**src/rtl/lmd_pkg.sv**
```systemverilog
package lmd_pkg;

  localparam int unsigned REG_AW = 5;
  localparam int unsigned REG_DW = 16;

  // PHY register numbers used by the check
  localparam logic [REG_AW-1:0] PHY_CTRL_REG = 5'd0;
  localparam logic [REG_AW-1:0] PHY_STAT_REG = 5'd1;
  localparam logic [REG_AW-1:0] PHY_ADV_REG  = 5'd4;
  localparam logic [REG_AW-1:0] PHY_PART_REG = 5'd5;

  // Bit positions
  localparam int unsigned STAT_LINK_BIT = 2;
  localparam int unsigned CTRL_RENEG_BIT = 9;
  localparam int unsigned ABIL_LO_BIT = 5;   // 10 half duplex
  localparam int unsigned ABIL_N = 4;        // bits 5..8

  // Resolved mode encoding: bit0 = 100 Mb/s, bit1 = full duplex
  localparam logic [1:0] MODE_100F = 2'd3;
  localparam logic [1:0] MODE_100H = 2'd1;
  localparam logic [1:0] MODE_10F  = 2'd2;
  localparam logic [1:0] MODE_10H  = 2'd0;

  typedef enum logic [2:0] {
    ST_IDLE   = 3'd0,
    ST_RD_ST  = 3'd1,
    ST_RD_ADV = 3'd2,
    ST_RD_LP  = 3'd3,
    ST_EVAL   = 3'd4,
    ST_RD_CTL = 3'd5,
    ST_WR_CTL = 3'd6,
    ST_SETTLE = 3'd7
  } chk_state_e;

endpackage

```
**src/rtl/lmd_regport.sv**
```systemverilog
module lmd_regport
  import lmd_pkg::*;
(
  input  chk_state_e        state,
  input  logic [REG_DW-1:0] ctrl_val,
  output logic              req,
  output logic              wr,
  output logic [REG_AW-1:0] addr,
  output logic [REG_DW-1:0] wdata
);

  localparam logic [REG_DW-1:0] RENEG_MASK = REG_DW'(1) << CTRL_RENEG_BIT;

  always_comb begin
    req   = 1'b0;
    wr    = 1'b0;
    addr  = '0;
    wdata = '0;
    unique case (state)
      ST_RD_ST:  begin req = 1'b1; addr = PHY_STAT_REG; end
      ST_RD_ADV: begin req = 1'b1; addr = PHY_ADV_REG;  end
      ST_RD_LP:  begin req = 1'b1; addr = PHY_PART_REG; end
      ST_RD_CTL: begin req = 1'b1; addr = PHY_CTRL_REG; end
      ST_WR_CTL: begin
        req   = 1'b1;
        wr    = 1'b1;
        addr  = PHY_CTRL_REG;
        wdata = ctrl_val | RENEG_MASK;
      end
      default: ;
    endcase
  end

endmodule

```
**config.mk**
```make
export PLATFORM = sky130hd
export DESIGN_NAME = lmd_regport
export DESIGN_NICKNAME = d
export VERILOG_FILES = /design/src/rtl/lmd_pkg.sv /design/src/rtl/lmd_regport.sv
export SDC_FILE = /design/constraint.sdc
export NUM_CORES = 1
export LEC_CHECK = 0
export ABC_AREA = 1
export CORE_AREA = 3 3 40 42
export DETAILED_ROUTE_END_ITERATION = 8
export DIE_AREA = 0 0 43 45
export PLACE_DENSITY = 0.72
export REMOVE_ABC_BUFFERS = 1
export SYNTH_ARGS = -nofsm -noshare
export SYNTH_HDL_FRONTEND = slang
export SYNTH_SLANG_ARGS = --single-unit
```
**constraint.sdc**
```tcl
create_clock -name vclk -period 1.5
set_clock_uncertainty 0.2 [all_clocks]
set_input_delay 0.15 -clock vclk [all_inputs]
set_output_delay 0.15 -clock vclk [all_outputs]
set_load 0.005 [all_outputs]
```
==> results.sh <==
export IMPL_hold_violations=0
export IMPL_synth_cell_types=10
export IMPL_die_area_sq_um=1940
export IMPL_postRouteAntennaNets=0
export IMPL_ys_warn_count=0
export IMPL_path_class="in2out"
export IMPL_cp_arrival_ns=1.10
export IMPL_fin_cells=114
export IMPL_cp_max_fo=5
export IMPL_final_area_sq_um=726
export IMPL_seq_area_frac_synth=0
export IMPL_required_ns=1.15
export IMPL_hold_depth=4
export IMPL_grt_pass1_wl_um=1490
export IMPL_area_delta_synth_final_pct=189
export IMPL_hold_class="in2out"
export IMPL_place_area_sq_um=624
export IMPL_pre_cts_ws_ns=-0.535
export IMPL_final_net_count=120
export IMPL_synthCells=49
export IMPL_dp_cells=100
export IMPL_drive_gt1_frac=0.333
export IMPL_die_x_um=43
export IMPL_min_period_over_period=0.968
export IMPL_final_core_utilization=0.565
export IMPL_yosys_top_cells_area="inv_1, nor2_2, buf_4"
export IMPL_wl_um=1070
export IMPL_synth_largest_area_cell="inv_1"
export IMPL_vdd_drop_max_mv=0.0816
export IMPL_hp_start="state[1]"
export IMPL_design_core_area_sq_um=1280
export IMPL_regArea_sq_um=0
export IMPL_hold_ws_ns=0.634
export IMPL_antenna_found_initial=0
export IMPL_drt_wirelength_per_cell_um=9.34
export IMPL_viasPerCell=3.68
export IMPL_seq_cell_count=0
export IMPL_drtIter0Drc=2
export IMPL_crit_path_end_kind="primary output"
export IMPL_ctsHoldBuffers=0
export IMPL_die_h_um=45
export IMPL_drc=0
export IMPL_overflow=0
export IMPL_avgSynthCellArea_sq_um=5.13
export IMPL_globalplace_congestion=0.697
export IMPL_finalWorstSetupSlack_ns=0.0475
export IMPL_cap_violations=0
export IMPL_maxSlewViolCount=0
export IMPL_dp_hpwl_um=724
export IMPL_p_per_area_nw_per_um2=194
export IMPL_clock_buffers=0
export IMPL_row_count=13
export IMPL_num_fill_cells=138
export IMPL_syn_area_sq_um=251
export IMPL_crit_path_start_kind="input port"
export IMPL_drt_pass1_iter_count=4
export IMPL_final_min_clock_period_ns=1.45
export IMPL_diodes=0
export IMPL_synth_top_cell_area_share=0.299
export IMPL_p_leak_nw=0.447
export IMPL_grt_pass1_vias=366
export IMPL_synth_common_cells="inv_1, nor2_2, nor2_1, buf_4, nand2_1"
export IMPL_port_buffers=38
export IMPL_io_pins=42
export IMPL_grt_use_total=0.0978
export IMPL_via_count=420
export IMPL_outcome="finished, final reports clean"
export IMPL_initial_core_util=0.196
export IMPL_setup_viol=0
export IMPL_holdPathEnd="req"
export IMPL_grt_max_degree=9
export IMPL_yosysMostFrequentCell="inv_1"
export IMPL_clock_fmax_mhz=688
## placed cells by master (no fill, tap or decap), types with 3 or more instances in the layout
cell	netlist	layout
buf_4	4	14
clkdlybuf4s15_1	0	5
clkdlybuf4s50_1	0	16
conb_1	1	3
dlygate4sd2_1	0	11
inv_1	20	17
inv_2	0	3
nand2_1	4	4
nand3_1	3	3
nor2_1	6	5
nor2_2	8	9
## per-layer routing
layer,vias up,GRT usage,wire [um]
met5,-,0,0
met4,0,0,0
met3,0,0.0159,88
met2,20,0.201,583
met1,175,0.112,392
li1,225,-,-
## through the flow
stage	total power [mW]	setup TNS (ns)
4_1_cts	0.138	0
3_5_place_dp	0.126	-9.30
6_report	0.141	0
3_3_place_gp	0.125	-8.84
5_1_grt	0.153	-0.0388
2_1_floorplan	0.0361	0
## critical path, stage by stage
cell	delay (ns)
dlygate4sd2_1	0.25
inv_2	0.11
nand3_4	0.10
buf_4	0.16
nor2_1	0.09
dlygate4sd2_1	0.23
## area by class of cell
class / count / area, sq um / area share
inverter: 20 / 75.1 / 0.103
tap: 15 / 18.8 / 0.0259
timing repair buffer: 52 / 469 / 0.647
multi-input combinational: 27 / 163 / 0.224
## cells by family after synthesis
logic type | after synthesis | synth area share
buffers and inverters | 25 | 0.463
and+or+nand+nor | 23 | 0.522
other | 1 | 0.0149
## worst max-delay path by stage
stage	startpoint	end	slack [ns]	cells past startpoint
floorplan	state[0]	wdata[0]	0.57	3
global placement	state[1]	wdata[2]	-0.51	4
detailed placement	state[1]	wdata[3]	-0.54	4
CTS	state[0]	req	0.002	5
global route	state[0]	wdata[12]	-0.01	6
finish	state[0]	wdata[4]	0.05	6
## repair_timing
action	in CTS	in global routing
cloned	1	0
hold endpoints to repair	0	0
pin swaps	6	0
resized for setup	29	11
setup endpoints to repair	20	14
setup buffers	10	3
## where the power goes
part	switching, mW	total, mW	internal, mW
clock network	0	0	0
registers	0	0	0
logic	0.0525	0.141	0.0882
total	0.0525	0.141	0.0882
No activity file was read; power rests on OpenSTA's default activity.
